===== src/rtl/bb_pkg.sv =====
package bb_pkg;
  typedef enum logic [1:0] {
    RGN_NONE   = 2'd0,
    RGN_DIRECT = 2'd1,
    RGN_ALIAS  = 2'd2
  } region_e;

  typedef enum logic {
    ST_IDLE = 1'b0,
    ST_RMW  = 1'b1
  } state_e;
endpackage


===== src/rtl/bb_decode.sv =====
module bb_decode
  import bb_pkg::*;
#(
  parameter logic [31:0] SRAM_BASE  = 32'h2000_0000,
  parameter logic [31:0] ALIAS_BASE = 32'h2200_0000,
  parameter int          MEM_BYTES  = 16384,
  localparam int         WAW        = $clog2(MEM_BYTES / 4)
) (
  input  logic [31:0]    addr_i,
  output region_e        region_o,
  output logic [WAW-1:0] word_o,
  output logic [4:0]     bitpos_o
);
  localparam logic [31:0] D_SPAN = 32'(MEM_BYTES);
  localparam logic [31:0] A_SPAN = 32'(MEM_BYTES) << 5;

  logic [31:0] doff, aoff;

  assign doff = addr_i - SRAM_BASE;
  assign aoff = addr_i - ALIAS_BASE;

  always_comb begin
    region_o = RGN_NONE;
    word_o   = '0;
    bitpos_o = '0;
    if (doff < D_SPAN) begin
      region_o = RGN_DIRECT;
      word_o   = doff[WAW+1:2];
    end else if (aoff < A_SPAN) begin
      region_o = RGN_ALIAS;
      // byte offset = aoff >> 5, so word = aoff >> 7, lane = aoff[6:5], bit = aoff[4:2]
      word_o   = aoff[WAW+6:7];
      bitpos_o = aoff[6:2];
    end
  end
endmodule


===== src/rtl/bb_bitops.sv =====
module bb_bitops #(
  parameter int DW = 32,
  localparam int PW = $clog2(DW),
  localparam int NL = DW / 8
) (
  input  logic [DW-1:0] word_i,
  input  logic [PW-1:0] pos_i,
  input  logic          val_i,
  output logic          bit_o,
  output logic [DW-1:0] merged_o,
  output logic [NL-1:0] lane_o
);
  assign bit_o  = word_i[pos_i];
  assign lane_o = NL'(1) << pos_i[PW-1:3];

  for (genvar i = 0; i < DW; i++) begin : g_bit
    assign merged_o[i] = (pos_i == PW'(i)) ? val_i : word_i[i];
  end
endmodule


===== src/rtl/bb_ctrl.sv =====
module bb_ctrl
  import bb_pkg::*;
#(
  parameter int WAW = 12
) (
  input  logic           clk_i,
  input  logic           rst_ni,
  input  logic           req_i,
  input  logic           we_i,
  input  logic [3:0]     be_i,
  input  logic [31:0]    wdata_i,
  input  region_e        region_i,
  input  logic [WAW-1:0] word_i,
  input  logic [4:0]     bitpos_i,
  input  logic [31:0]    merged_i,
  input  logic [3:0]     lane_i,
  output logic           ready_o,
  output logic           rvalid_o,
  output region_e        rsel_o,
  output logic [4:0]     bitpos_o,
  output logic           bitval_o,
  output logic           mem_en_o,
  output logic           mem_we_o,
  output logic [WAW-1:0] mem_addr_o,
  output logic [3:0]     mem_be_o,
  output logic [31:0]    mem_wdata_o
);
  state_e         state_q;
  logic           rvalid_q, bitval_q, accept;
  region_e        rsel_q;
  logic [WAW-1:0] word_q;
  logic [4:0]     bitpos_q;

  assign ready_o  = (state_q == ST_IDLE);
  assign accept   = req_i && ready_o;
  assign rvalid_o = rvalid_q;
  assign rsel_o   = rsel_q;
  assign bitpos_o = bitpos_q;
  assign bitval_o = bitval_q;

  always_comb begin
    mem_en_o    = 1'b0;
    mem_we_o    = 1'b0;
    mem_addr_o  = '0;
    mem_be_o    = '0;
    mem_wdata_o = '0;
    if (state_q == ST_RMW) begin
      mem_en_o    = 1'b1;
      mem_we_o    = 1'b1;
      mem_addr_o  = word_q;
      mem_be_o    = lane_i;
      mem_wdata_o = merged_i;
    end else if (accept) begin
      unique case (region_i)
        RGN_DIRECT: begin
          mem_en_o    = 1'b1;
          mem_we_o    = we_i;
          mem_addr_o  = word_i;
          mem_be_o    = be_i;
          mem_wdata_o = wdata_i;
        end
        RGN_ALIAS: begin
          mem_en_o   = 1'b1;
          mem_addr_o = word_i;
        end
        default: ;
      endcase
    end
  end

  always_ff @(posedge clk_i or negedge rst_ni) begin
    if (!rst_ni) begin
      state_q  <= ST_IDLE;
      rvalid_q <= 1'b0;
      rsel_q   <= RGN_NONE;
      word_q   <= '0;
      bitpos_q <= '0;
      bitval_q <= 1'b0;
    end else if (accept) begin
      rvalid_q <= !we_i;
      rsel_q   <= region_i;
      word_q   <= word_i;
      bitpos_q <= bitpos_i;
      bitval_q <= wdata_i[0];
      state_q  <= (we_i && region_i == RGN_ALIAS) ? ST_RMW : ST_IDLE;
    end else begin
      rvalid_q <= 1'b0;
      state_q  <= ST_IDLE;
    end
  end
endmodule


===== src/rtl/bitband_unit.sv =====
module bitband_unit
  import bb_pkg::*;
#(
  parameter logic [31:0] SRAM_BASE  = 32'h2000_0000,
  parameter logic [31:0] ALIAS_BASE = 32'h2200_0000,
  parameter int          MEM_BYTES  = 16384,
  localparam int         WAW        = $clog2(MEM_BYTES / 4)
) (
  input  logic           clk_i,
  input  logic           rst_ni,
  input  logic           req_i,
  input  logic           we_i,
  input  logic [31:0]    addr_i,
  input  logic [3:0]     be_i,
  input  logic [31:0]    wdata_i,
  output logic           ready_o,
  output logic           rvalid_o,
  output logic [31:0]    rdata_o,
  output logic           mem_en_o,
  output logic           mem_we_o,
  output logic [WAW-1:0] mem_addr_o,
  output logic [3:0]     mem_be_o,
  output logic [31:0]    mem_wdata_o,
  input  logic [31:0]    mem_rdata_i
);
  region_e        rgn, rsel;
  logic [WAW-1:0] dec_word;
  logic [4:0]     dec_bitpos, bitpos_q;
  logic           bitval_q, sel_bit;
  logic [31:0]    merged;
  logic [3:0]     lane;

  bb_decode #(
    .SRAM_BASE (SRAM_BASE),
    .ALIAS_BASE(ALIAS_BASE),
    .MEM_BYTES (MEM_BYTES)
  ) u_decode (
    .addr_i  (addr_i),
    .region_o(rgn),
    .word_o  (dec_word),
    .bitpos_o(dec_bitpos)
  );

  bb_bitops #(.DW(32)) u_bitops (
    .word_i  (mem_rdata_i),
    .pos_i   (bitpos_q),
    .val_i   (bitval_q),
    .bit_o   (sel_bit),
    .merged_o(merged),
    .lane_o  (lane)
  );

  bb_ctrl #(.WAW(WAW)) u_ctrl (
    .clk_i      (clk_i),
    .rst_ni     (rst_ni),
    .req_i      (req_i),
    .we_i       (we_i),
    .be_i       (be_i),
    .wdata_i    (wdata_i),
    .region_i   (rgn),
    .word_i     (dec_word),
    .bitpos_i   (dec_bitpos),
    .merged_i   (merged),
    .lane_i     (lane),
    .ready_o    (ready_o),
    .rvalid_o   (rvalid_o),
    .rsel_o     (rsel),
    .bitpos_o   (bitpos_q),
    .bitval_o   (bitval_q),
    .mem_en_o   (mem_en_o),
    .mem_we_o   (mem_we_o),
    .mem_addr_o (mem_addr_o),
    .mem_be_o   (mem_be_o),
    .mem_wdata_o(mem_wdata_o)
  );

  always_comb begin
    rdata_o = '0;
    if (rvalid_o) begin
      unique case (rsel)
        RGN_DIRECT: rdata_o = mem_rdata_i;
        RGN_ALIAS:  rdata_o = {31'd0, sel_bit};
        default:    rdata_o = '0;
      endcase
    end
  end
endmodule


===== config.mk =====
export PLATFORM = sky130hd
export DESIGN_NAME = bitband_unit
export DESIGN_NICKNAME = d
export VERILOG_FILES = /design/src/rtl/bb_pkg.sv /design/src/rtl/bb_decode.sv /design/src/rtl/bb_bitops.sv /design/src/rtl/bb_ctrl.sv /design/src/rtl/bitband_unit.sv
export SDC_FILE = /design/constraint.sdc
export NUM_CORES = 1
export LEC_CHECK = 0
export BUFFER_PORTS_ARGS = -buffer_cell sky130_fd_sc_hd__buf_4
export CAP_MARGIN = 20
export CORE_AREA = 2 2 95 97
export CTS_CLUSTER_SIZE = 14
export DETAILED_ROUTE_END_ITERATION = 12
export DIE_AREA = 0 0 97 99
export GPL_ROUTABILITY_DRIVEN = 0
export PLACE_DENSITY = 0.77
export SLEW_MARGIN = 20
export SYNTH_ARGS = -nofsm -noshare
export SYNTH_HDL_FRONTEND = slang
export SYNTH_HIERARCHICAL = 1
export SYNTH_SLANG_ARGS = --single-unit

===== constraint.sdc =====
create_clock -name clk_i -period 2.36 [get_ports clk_i]
set_input_delay 0.236 -clock clk_i [delete_from_list [all_inputs] [get_ports clk_i]]
set_output_delay 0.236 -clock clk_i [all_outputs]
set_load 0.02 [all_outputs]

-- Word level (Yosys, flattened, before mapping)
Index checks and enable logic that the tools add are counted.
- latch bits: 0
- flip-flop bits (word level): 22
- bits in writable memories: 0
- input port bits: 104
- memories kept: 0
- output and inout bits: 84
- ROM bits: 0
- $lt $le $gt $ge: 3
- div/mod/pow operators: 0
- bitwise logic cells: 1
- $add $sub $neg: 2
- shifts and indexed selects: 1
- multipliers: 0
- mux-type cells: 60
- equal/unequal tests: 35
- reduce and logical (&&, ||, !) cells: 5
- operators by type and width (kind ; number):
    2-to-1 mux 32 bit ; 4
    equality test 5 bit, second input constant ; 16
    case mux 32 bit (2 select lines) ; 1
    subtractor 32 x 30 -> 32 bit, second input constant ; 2
    2-to-1 mux 12 bit ; 5
    2-to-1 mux 1 bit ; 42
    equality test 5 x 4 -> 1 bit, second input constant ; 8
    less-than comparator 32 x 15 -> 1 bit, second input constant ; 1
    less-than comparator 32 x 20 -> 1 bit, second input constant ; 1
    equality test 5 x 3 -> 1 bit, second input constant ; 4
    2-to-1 mux 4 bit ; 3
    equality test 5 x 2 -> 1 bit, second input constant ; 2
    2-to-1 mux 5 bit ; 2
    less-than comparator 5 x 6 -> 1 bit, second input constant ; 1
    binary-select mux 1 bit (select 5 bit) ; 1
    equality test 5 x 1 -> 1 bit, second input constant ; 1
    zero test 5 bit ; 1
    equality test 2 x 1 -> 1 bit, second input constant ; 2
    equality test 2 bit, second input constant ; 2
    2-to-1 mux 2 bit ; 2
    << shifter 1 x 2 -> 4 bit, first input constant ; 1
    logical AND 1 bit ; 2
    OR reduction 2 bit ; 1
    zero test 1 bit ; 1
    inverter 1 bit ; 1

-- Depth between registers and ports, before layout
Gate-level depths: netlist of the first run.
- word-level depth: 9
- mapped depth: 13
- gate-level depth less buffers: 10

-- Modules after synthesis
Netlist of the first run, hierarchy kept.
- modules (own cells, without submodules) (module ; area an instance (µm²) ; instances ; cells each):
    bb_ctrl ; 1736.7 ; 1 ; 220
    bb_bitops ; 933.4 ; 1 ; 117
    bb_decode ; 505.5 ; 1 ; 71
    bitband_unit ; 304.0 ; 1 ; 43

-- Worst setup path before layout of the first run
Ideal clock, no wire load.
- path kind: input to output
- start point: in addr_i[25]
- end point: out mem_wdata_o[10]
- arrival: 2592 ps
- path slack: -468 ps
- data required time: 2124 ps
- cell stages on the path: 13
- buffers on the path: 3
- path through: inv_1 -> ha_1 -> or3b_1 -> a21oi_2 -> xor2_4 -> buf_8 -> nor2_1 -> inv_1 -> ha_1 -> buf_2 -> buf_2 -> nand3_1 -> o21ai_0
- cells in the longest elaborated chain, start to end: 8
- elaborated cells between the ends (all ways): 10
- ends and longest elaborated chain (element ; RTL line ; RTL):
    from (decl) ; bitband_unit.sv:13 ; input logic [31:0] addr_i,
    subtractor 32 x 30 -> 32 bit ; bb_decode.sv:20 ; assign aoff = addr_i - ALIAS_BASE;
    less-than comparator 32 x 20 -> 1 bit ; bb_decode.sv:29 ; end else if (aoff < A_SPAN) begin
    2-to-1 mux 2 bit ; bb_decode.sv:29 ;
    2-to-1 mux 2 bit (*) ; bb_decode.sv:26 ; if (doff < D_SPAN) begin
    via rgn[1] ; bitband_unit.sv:26 ; region_e rgn, rsel;
    equality test 2 x 1 -> 1 bit (*) ; bb_ctrl.sv:54 ; unique case (region_i)
    2-to-1 mux 32 bit (*) ; bb_ctrl.sv:54 ;
    2-to-1 mux 32 bit (*) ; bb_ctrl.sv:53 ; end else if (accept) begin
    2-to-1 mux 32 bit (*) ; bb_ctrl.sv:47 ; if (state_q == ST_RMW) begin
    to (decl) ; bitband_unit.sv:23 ; output logic [31:0] mem_wdata_o,
Mark *: on every way through the listed nets, which the timed path passes. The rest lies on a longest branch.

-- Worst setup path after layout of the first run
- start point: in addr_i[26]
- end point: out mem_wdata_o[0]
Same word-level chain as after synthesis.

==> results.tsv, run 1 <==
stage	metric	value	unit
global_route	grt_pass1_vias	4397	
layout	layout-drive-gt1-share	66.7	%
hold_path	min_from	we_i	
global_route	antenna_found_initial	0	
place	post_dp_cell_area	5750	µm²
hold_path	hold_depth	2	
global_route	grt_max_degree	49	
die	die_area	9600	µm²
timing	fin_crit_sh	107	%
drt	viasPerCell	5.85	
logic_synthesis	syn_area	3480	µm²
die	start_util	40.7	%
critical_path	crit_fanout	5	
logic_synthesis	synth.area.top_cells	dfrtp_1, mux2_4, nand2_1	
timing	timing.final.ws_setup	-0.162	ns
global_route	grt_overflow	0	
power	ir_drop	0.395	mV
logic_synthesis	synth_top_cell_area_share	15.8	%
critical_path	critical_path.startpoint_type	primary input	
clock_tree	clock-sinks	22	
critical_path	critical_path_required	2.12	ns
layout	stdcell_count	765	
timing	fmaxAchievable	396	MHz
timing	period_needed	2.52	ns
clock_tree	clock_path_buffers	2	
global_route	grt_use_total	28.6	%
logic_synthesis	synth_ff_type	dfrtp_1	
clock_tree	cts.htree.levels	1	
place	place_hpwl	9.70	mm
layout	final_design_area_no_fill	6730	µm²
drt	drc	0	
power	p_leak	2.90	nW
logic_synthesis	synth_cell_type_count	56	
die	ios	188	
logic_synthesis	synth_top_cell_by_area	dfrtp_1	
logic_synthesis	synth-seq-cells	22	
layout	area_delta_synth_final	93.5	%
timing	hold_ws	0.114	ns
critical_path	regToRegStartpoint	u_ctrl/state_q	
clock_tree	cts_tree	done	
critical_path	reg2regPathDepth	2	
hold_path	min_to	u_ctrl/rvalid_o	
critical_path	reg2reg_to	u_ctrl/bitpos_o[4]	
drt	wl	15.2	mm
critical_path	arrival	2.29	ns
layout	final_common_cell	buf_4	
drt	firstDrtPassIters	5	
hold_path	hold_class	in -> reg	
drt	first_iter_violations	245	
layout	final_cell_mix	buf_4, nand2_1, buf_6	
logic_synthesis	netlist_instances	451	
run	cap_violations	0	
timing	finalMaxSlewViolations	0	
clock_tree	clkTransAtPathRegs	0.09	ns
layout	final_nets	769	
critical_path	r2r_slack	0.81	ns
clock_tree	clock_latency	0.28	ns
die	die_x	97	µm
timing	final.setup.tns	-6.27	ns
layout	diodes	0	
timing	max_slew_margin	42.0	%
place	pre_cts_slack	-0.308	ns
place	numPlacedInstances	735	
timing	hold_viol_final	0	
logic_synthesis	syn_avg_cell_area	7.72	µm²
critical_path	startpoint	addr_i[26]	
clock_tree	cts_buffers	3	
power	powerDensity	173	nW/µm²
timing	setup_viol	51	
logic_synthesis	synth-edff-count	0	
place	io_buffers	185	
timing	rsz0062_at_grt	true	
logic_synthesis	async_reset_ff_share	100	%
die	core_area	8550	µm²
logic_synthesis	synth.net_count	562	
timing	clock_skew	0.00939	ns
global_route	grt_pass1_wl	22.8	mm
critical_path	cp-end-kind	primary output	
timing	worstMarginPinSlew	0.870	ns
run_status	status	complete, but fails checks	
clock_tree	root_buffer	clkbuf_8	
die	rows	34	
die	die_y	99	µm
run_status	failed_checks	setup timing	
drt	ant_nets	0	
logic_synthesis	ys_seq_area_share	15.8	%
drt	num_vias	4479	
critical_path	crit_type	in -> out	
logic_synthesis	ys_warn_count	6	
drt	routedWlPerCell	19.9	µm
==> power breakdown <==
group | internal [mW] | switching (mW) | leakage (nW) | total (mW)
logic | 0.202 | 0.193 | 2.57 | 0.395
clock network | 0.227 | 0.146 | 0.0357 | 0.373
registers | 0.379 | 0.0205 | 0.297 | 0.399
==> worst max-delay path: stages <==
cell	delay, ns
buf_12	0.11
inv_12	0.04
ha_4	0.11
or3b_4	0.38
a21oi_4	0.20
xor2_4	0.24
nor2_4	0.07
inv_2	0.07
ha_4	0.16
buf_6	0.12
buf_12	0.12
nand3_2	0.07
o21ai_2	0.20
buf_6	0.14
==> area by class of cell <==
class,count,area (µm²)
multi-input cells,361,3630
repair buffers,242,2210
fillers,493,1820
flip-flops and latches,22,558
well taps,108,135
inverters,28,125
clock buffers,3,41.3
clock inverters,1,30.0
==> per-stage QoR <==
step / power, mW / util [%]
after floorplan: 0.530 / -
after global placement: 0.731 / 67.2
after detailed placement: 0.736 / 67.2
after CTS: 1.13 / 76.0
after global routing: 1.21 / 78.8
final: 1.17 / 78.8
==> cells in the mapped netlist (3+ instances only) <==
cell and n:
and3_1 9, dfrtp_1 22, nand2b_1 15, clkbuf_1 9, buf_4 5, nand2_1 71, nand3_1 49, ha_1 7
inv_1 27, o32ai_2 4, o41ai_1 8, buf_6 6, clkbuf_2 3, and3_2 22, mux2_4 19, mux4_2 5
o21ai_1 24, mux2_1 15, o21ai_0 24, and2b_1 4, nor3_1 10, mux2_2 20, buf_2 16, nor2_1 19
==> worst max-delay path by stage <==
stage / endpoint / slack (ns)
detailed placement: mem_addr_o[6] / -0.31
global placement: mem_addr_o[4] / -0.27
CTS: mem_be_o[1] / -0.18
floorplan: mem_addr_o[10] / -0.09
global route: mem_wdata_o[16] / -0.24
finish: mem_wdata_o[0] / -0.16
==> state kept, by name, summed over array words and instances, names as in the netlist <==
register	count
u_ctrl/bitpos_o	5
u_ctrl/word_q	12
u_ctrl/rsel_o	2
u_ctrl/rvalid_o	1
u_ctrl/bitval_o	1
u_ctrl/state_q	1
==> timing repair <==
action                     in CTS  in global routing
pin swaps                      30                 36
hold endpoints to repair       22                  0
cloned                          3                  3
setup endpoints to repair      51                 51
hold buffers                    1                  0
gates resized for setup       101                 27
setup buffers                  14                  7
==> logic make-up (layout without fill, tap and decap cells) <==
group	after synthesis	count (layout)	share of synthesized area [%]
AND/OR/NAND/NOR	218	219	32.9
AO/OA/AOI/OAI	69	69	12.9
buffers and inverters	69	274	10.3
multiplexers	62	62	24.1
flip-flops	22	22	15.8
adder cells (fa/ha/maj)	7	7	2.52
XOR/XNOR	4	4	1.55
==> per-layer routing <==
layer	global-route usage [%]	routed length, µm	vias up
li1	-	-	2016
met1	34.3	5840	2198
met2	53.8	7880	218
met3	3.48	1090	47
met4	7.80	434	0
met5	0	0	-
Power figures use the tool's default switching activity.
==> run 2: changes to the inputs <==
--- a/config.mk
+++ b/config.mk
@@ -5,12 +5,13 @@
 export SDC_FILE = /design/constraint.sdc
 export NUM_CORES = 1
 export LEC_CHECK = 0
+export ABC_AREA = 1
 export BUFFER_PORTS_ARGS = -buffer_cell sky130_fd_sc_hd__buf_4
 export CAP_MARGIN = 20
-export CORE_AREA = 2 2 95 97
-export CTS_CLUSTER_SIZE = 14
+export CORE_AREA = 2 2 97 99
+export CTS_CLUSTER_SIZE = 20
 export DETAILED_ROUTE_END_ITERATION = 12
-export DIE_AREA = 0 0 97 99
+export DIE_AREA = 0 0 99 101
 export GPL_ROUTABILITY_DRIVEN = 0
 export PLACE_DENSITY = 0.77
 export SLEW_MARGIN = 20
==> results.tsv, run 2 <==
stage	metric	value	unit	change
clock_tree	cts_buffers	3		unchanged
clock_tree	cts.htree.levels	1		unchanged
die	die_y	101	µm	+2.0%
hold_path	hold_class	in -> reg		
critical_path	cp_cell_sequence	buf_8, inv_4, ha_4, nand2_2, nor2_2, nand2_1, nor2_2, nand3_4, nor2_4, inv_2, ha_4, clkbuf_16, nand2_2, inv_2, nand2_1, nand2_1, buf_6		
timing	fmaxAchievable	432	MHz	+9.0%
clock_tree	clock_path_buffers	2		unchanged
logic_synthesis	synth-edff-count	0		unchanged
drt	ant_nets	0		unchanged
layout	layout-drive-gt1-share	40.8	%	-26 points
timing	setup_viol	0		-100%
critical_path	crit_type	in -> out		
logic_synthesis	synth_top_cell_by_area	nand2_1		
place	place_hpwl	9.47	mm	-2.3%
clock_tree	root_buffer	clkbuf_8		
logic_synthesis	syn_area	3720	µm²	+7.0%
critical_path	critical_path_required	2.12	ns	about the same
logic_synthesis	syn_avg_cell_area	5.03	µm²	-35%
timing	max_slew_margin	63.1	%	+21 points
layout	fill_cells	828		+68%
critical_path	critical_path.startpoint_type	primary input		
die	ios	188		unchanged
clock_tree	cts_tree	done		
global_route	grt_pass1_vias	4395		-0.045%
run	cap_violations	0		unchanged
timing	worstMarginPinSlew	0.549	ns	-0.321 ns
power	fin_total_pwr	0.997	mW	-15%
critical_path	startpoint	addr_i[25]		
die	die_area	10000	µm²	+4.1%
logic_synthesis	synth_common_cells	nand2_1, inv_1, nand3_1		
layout	seqCellArea	554	µm²	-0.67%
layout	final_core_util	66.4	%	-12 points
layout	regMostFlops	u_ctrl/word_q		
layout	largest_reg_flops	12		unchanged
layout	final_nets	1042		+36%
critical_path	crit_top_cell	nand2_1		
drt	num_vias	4993		+11%
die	rows	35		+2.9%
drt	drc	0		unchanged
logic_synthesis	synth_ff_type	dfrtp_1		
layout	diodes	0		unchanged
drt	routedWlPerCell	12.9	µm	-35%
place	io_buffers	185		unchanged
logic_synthesis	synth-seq-cells	22		unchanged
critical_path	max_stage_delay	0.24	ns	-0.14 ns
critical_path	cp-end-kind	primary output		
logic_synthesis	synth_top_cell_area_share	40.1	%	+24 points
die	start_util	41.5	%	+0.77 points
global_route	antenna_found_initial	0		unchanged
layout	final_common_cell	nand2_1		
logic_synthesis	ys_seq_area_share	14.8	%	-1.0 points
logic_synthesis	synth.net_count	851		+51%
global_route	grt_use_total	23.9	%	-4.7 points
logic_synthesis	yosysMostFrequentCell	nand2_1		
layout	area_delta_synth_final	60.0	%	
logic_synthesis	ys_warn_count	6		unchanged
global_route	grt_overflow	0		unchanged
timing	finalMaxSlewViolations	0		unchanged
die	core_area	8980	µm²	+5.0%
critical_path	crit_fanout	7		+2
drt	firstDrtPassIters	4		-1
logic_synthesis	netlist_instances	740		+64%
logic_synthesis	synth.area.top_cells	nand2_1, dfrtp_1, inv_1		
timing	period_needed	2.31	ns	-0.208 ns
global_route	grt_pass1_wl	20.1	mm	-12%
layout	multi_input_area	2790	µm²	-23%
timing	rsz0062_at_grt	true		
clock_tree	clock-sinks	22		unchanged
timing	fin_crit_sh	98.0	%	-8.8 points
drt	first_iter_violations	237		-3.3%
hold_path	min_from	we_i		
global_route	grt_max_degree	43		-12%
run_status	status	finished clean		
clock_tree	clkTransAtPathRegs	0.08	ns	about the same
drt	viasPerCell	4.80		-18%
timing	hold_viol_final	0		unchanged
drt	wl	13.4	mm	-12%
critical_path	arrival	2.08	ns	-0.21 ns
power	powerDensity	167	nW/µm²	-3.5%
critical_path	cp_slowest_cell	ha_4		
timing	clock_skew	0.00346	ns	-0.00593 ns
logic_synthesis	synth_cell_type_count	25		-55%
clock_tree	clock_latency	0.26	ns	-0.02 ns
die	die_x	99	µm	+2.1%
power	ir_drop	0.211	mV	-47%
critical_path	regToRegStartpoint	u_ctrl/state_q		
layout	final_cell_mix	nand2_1, buf_4, inv_1		
logic_synthesis	async_reset_ff_share	100	%	unchanged
power	p_leak	3.57	nW	+23%
==> run 2: area by class of cell <==
type | instances | area share (%)
tap | 111 | 2.33
timing repair buffer | 221 | 33.3
sequential | 22 | 9.30
inverter | 110 | 7.23
clock buffer | 4 | 0.924
multi-input combinational | 573 | 46.9
==> run 2: kinds of logic (layout without fill, tap and decap cells) <==
family / count (synthesis) / in the layout / share of synthesized area (%)
buffers and inverters: 145 / 335 / 17.4
XOR/XNOR: 1 / 1 / 0.437
flip-flops: 22 / 22 / 14.8
AO/OA/AOI/OAI: 38 / 38 / 5.18
AND/OR/NAND/NOR: 527 / 527 / 59.9
adder cells (fa/ha/maj): 7 / 7 / 2.35
==> run 2: metal layers <==
layer  global-route usage, %  up-vias  part of all wire [%]
met5                       0        -                     0
met4                    4.74        0                   1.6
met1                    29.1     2223                    39
met2                    44.5      198                    52
met3                    3.74       19                   7.7
li1                        -     2553                     -
==> run 2: worst max-delay path, delay by kind of cell <==
kind / cells / cell delay [ns]
simple gates: 9 / 0.83
buf+inv: 6 / 0.54
fa+ha+maj: 2 / 0.47
==> run 2: repair_timing <==
item	in CTS	in global routing
hold buffers	1	0
endpoints found under the hold margin	22	0
pin swaps	3	37
setup buffers	1	10
cloned	1	6
setup endpoints to repair	3	49
resized for setup	4	150
==> run 2: per-stage QoR <==
step | cells | TNS [ns] | hold slack, ns | setup slack (ns) | instance area [µm²]
2_1_floorplan | 740 | -0.234 | -0.0596 | -0.0260 | 3730
3_3_place_gp | 1019 | 0 | 0.140 | 0.0616 | 5210
3_5_place_dp | 1019 | -0.00139 | 0.142 | -0.00139 | 5210
4_1_cts | 1026 | 0 | 0.155 | 0.0168 | 5330
5_1_grt | 1041 | -1.83 | 0.161 | -0.0671 | 5960
6_report | 1041 | 0 | 0.157 | 0.0461 | 5960
==> run 2: worst paths after layout <==
check | to | cells past startpoint | slack (ns)
worst max-delay path | mem_wdata_o[26] | 17 | 0.05
worst min-delay path | u_ctrl/rvalid_o | 2 | 0.16
worst max register to register | u_ctrl/bitpos_o[3] | 4 | 0.96
worst min register to register | u_ctrl/word_q[6] | 2 | 0.48
max in group asynchronous | u_ctrl/state_q | 2 | 1.72
min in group asynchronous | u_ctrl/word_q[1] | 2 | 0.39
==> run 2: report_power, final <==
group	internal (mW)	switching, mW
clock	0.149	0.120
sequential	0.379	0.00166
combinational	0.170	0.177
total	0.698	0.299
==> run 3: changes to the inputs <==
--- a/config.mk
+++ b/config.mk
@@ -14,6 +14,7 @@
 export DIE_AREA = 0 0 99 101
 export GPL_ROUTABILITY_DRIVEN = 0
 export PLACE_DENSITY = 0.77
+export RECOVER_POWER = 50
 export SLEW_MARGIN = 20
 export SYNTH_ARGS = -nofsm -noshare
 export SYNTH_HDL_FRONTEND = slang
==> results.tsv, run 3 (synthesized netlist as in run 2, its figures left out) <==
stage	metric	value	unit	change
run_status	status	finished clean		
power	powerDensity	167	nW/µm²	about the same
die	core_area	8980	µm²	unchanged
global_route	grt_pass1_wl	20.1	mm	unchanged
drt	ant_nets	0		unchanged
global_route	grt_pass1_vias	4395		unchanged
layout	multi_input_area	2790	µm²	unchanged
die	rows	35		unchanged
drt	wl	13.4	mm	about the same
global_route	grt_max_degree	43		unchanged
clock_tree	cts.htree.levels	1		unchanged
die	die_y	101	µm	unchanged
clock_tree	clkTransAtPathRegs	0.08	ns	about the same
power	combPwrFrac	34.8	%	about the same
critical_path	cp-end-kind	primary output		
critical_path	critical_path.startpoint_type	primary input		
run	cap_violations	0		unchanged
layout	area_delta_synth_final	59.6	%	
critical_path	crit_family	simple AND/OR/NAND/NOR gates		
timing	setup_viol	0		unchanged
timing	clock_skew	0.00298	ns	-0.000479 ns
layout	regMostFlops	u_ctrl/word_q		
power	switching_share	30.0	%	about the same
power	clkPwrFrac	27.0	%	about the same
clock_tree	clock-sinks	22		unchanged
timing	hold_ws	0.157	ns	+0.000748 ns
layout	largest_reg_flops	12		unchanged
die	die_x	99	µm	unchanged
drt	routedWlPerCell	12.9	µm	about the same
critical_path	cp_num_buf_inv	6		unchanged
layout	fill_cells	830		+0.24%
critical_path	cp_cell_sequence	buf_8, inv_4, ha_4, nand2_2, nor2_2, nand2_1, nor2_2, nand3_4, nor2_4, inv_2, ha_4, clkbuf_16, nand2_2, inv_2, nand2_1, nand2_1, buf_6		
global_route	grt_use_total	23.9	%	unchanged
critical_path	crit_type	in -> out		
clock_tree	cts_tree	done		
power	ir_drop	0.211	mV	about the same
clock_tree	clock_path_buffers	2		unchanged
drt	num_vias	5017		+0.48%
clock_tree	cts_buffers	3		unchanged
layout	final_common_cell	nand2_1		
die	ios	188		unchanged
critical_path	arrival	2.08	ns	about the same
critical_path	crit_top_cell	nand2_1		
die	die_area	10000	µm²	unchanged
clock_tree	root_buffer	clkbuf_8		
layout	diodes	0		unchanged
hold_path	hold_class	in -> reg		
drt	first_iter_violations	237		unchanged
timing	finalMaxSlewViolations	0		unchanged
place	place_hpwl	9.47	mm	unchanged
layout	final_nets	1042		unchanged
power	p_int	0.696	mW	-0.32%
layout	final_design_area_no_fill	5940	µm²	-0.25%
die	start_util	41.5	%	unchanged
place	post_dp_cell_area	5210	µm²	unchanged
power	p_sw	0.298	mW	-0.29%
place	io_buffers	185		unchanged
timing	period_needed	2.31	ns	-0.00157 ns
drt	firstDrtPassIters	5		+1
critical_path	crit_fanout	7		unchanged
timing	worstMarginPinSlew	1.20	ns	+0.647 ns
timing	fmaxAchievable	432	MHz	about the same
clock_tree	clock_latency	0.26	ns	about the same
power	power_frac_seq	38.3	%	about the same
critical_path	critical_path_required	2.12	ns	about the same
drt	viasPerCell	4.82		+0.48%
drt	drc	0		unchanged
timing	max_slew_margin	20.2	%	-43 points
critical_path	cp_slowest_cell	ha_4		
layout	seqCellArea	554	µm²	unchanged
critical_path	max_stage_delay	0.24	ns	about the same
layout	final_cell_mix	nand2_1, buf_4, inv_1		
timing	hold_viol_final	0		unchanged
global_route	antenna_found_initial	0		unchanged
power	p_leak	3.55	nW	-0.40%
timing	rsz0062_at_grt	true		
timing	fin_crit_sh	98.0	%	about the same
global_route	grt_overflow	0		unchanged
timing	final.setup.tns	0	ns	unchanged
layout	layout-drive-gt1-share	40.3	%	-0.43 points
[run 3: path summary, 6_finish.rpt]
path                             startpoint                  to  slack, ns  cells after the start
setup / recovery                 addr_i[25]     mem_wdata_o[26]       0.05                     17
hold / removal                         we_i     u_ctrl/rvalid_o       0.16                      2
setup reg to reg             u_ctrl/state_q  u_ctrl/bitpos_o[0]       0.47                      5
hold reg to reg            u_ctrl/word_q[6]    u_ctrl/word_q[6]       0.48                      2
max in group asynchronous            rst_ni      u_ctrl/state_q       0.83                      2
min in group asynchronous            rst_ni   u_ctrl/word_q[11]       0.73                      2
[run 3: stage by stage]
step / total power, mW / setup slack [ns] / cells / utilization (%)
floorplan: 0.514 / -0.0260 / 740 / -
global placement: 0.708 / 0.0616 / 1019 / 58.0
detailed placement: 0.711 / -0.00139 / 1019 / 58.0
CTS: 0.982 / 0.0168 / 1026 / 59.4
global route: 1.05 / -0.0671 / 1041 / 66.2
finish: 0.994 / 0.0477 / 1041 / 66.2
[run 3: power groups by stage]
stage	Combinational (mW)	Sequential (mW)	Clock, mW
2_1_floorplan	0.125	0.389	0
3_3_place_gp	0.320	0.388	0
3_5_place_dp	0.323	0.388	0
4_1_cts	0.325	0.381	0.276
5_1_grt	0.380	0.381	0.293
6_report	0.346	0.381	0.268
[run 3: cell type report]
class / instances / area share [%]
Clock buffer: 4 / 0.927
Tap cell: 111 / 2.34
Inverter: 110 / 7.24
Sequential cell: 22 / 9.33
Multi-Input combinational cell: 573 / 47.0
Timing Repair Buffer: 221 / 33.2
[run 3: timing repair]
item	in CTS	in global routing
setup endpoints to repair	3	49
hold buffers	1	0
buffers inserted	1	10
cloned	1	6
hold endpoints to repair	22	0
resized for setup	4	150
pin swaps	3	37
[run 3: worst reg2reg max path, stage by stage (launching register included)]
cell,delay (ns)
dfrtp_2,0.65
inv_2,0.12
nand2_1,0.08
clkbuf_1,0.73
nand2_1,0.14
nand2_1,0.12
[run 3: metal layers]
| metal | share of wire, % | track usage [%] | vias to the layer above |
|---|---|---|---|
| li1 | - | - | 2553 |
| met1 | 39 | 29.1 | 2232 |
| met2 | 52 | 44.5 | 213 |
| met3 | 7.6 | 3.74 | 19 |
| met4 | 1.6 | 4.74 | 0 |
| met5 | 0 | 0 | - |
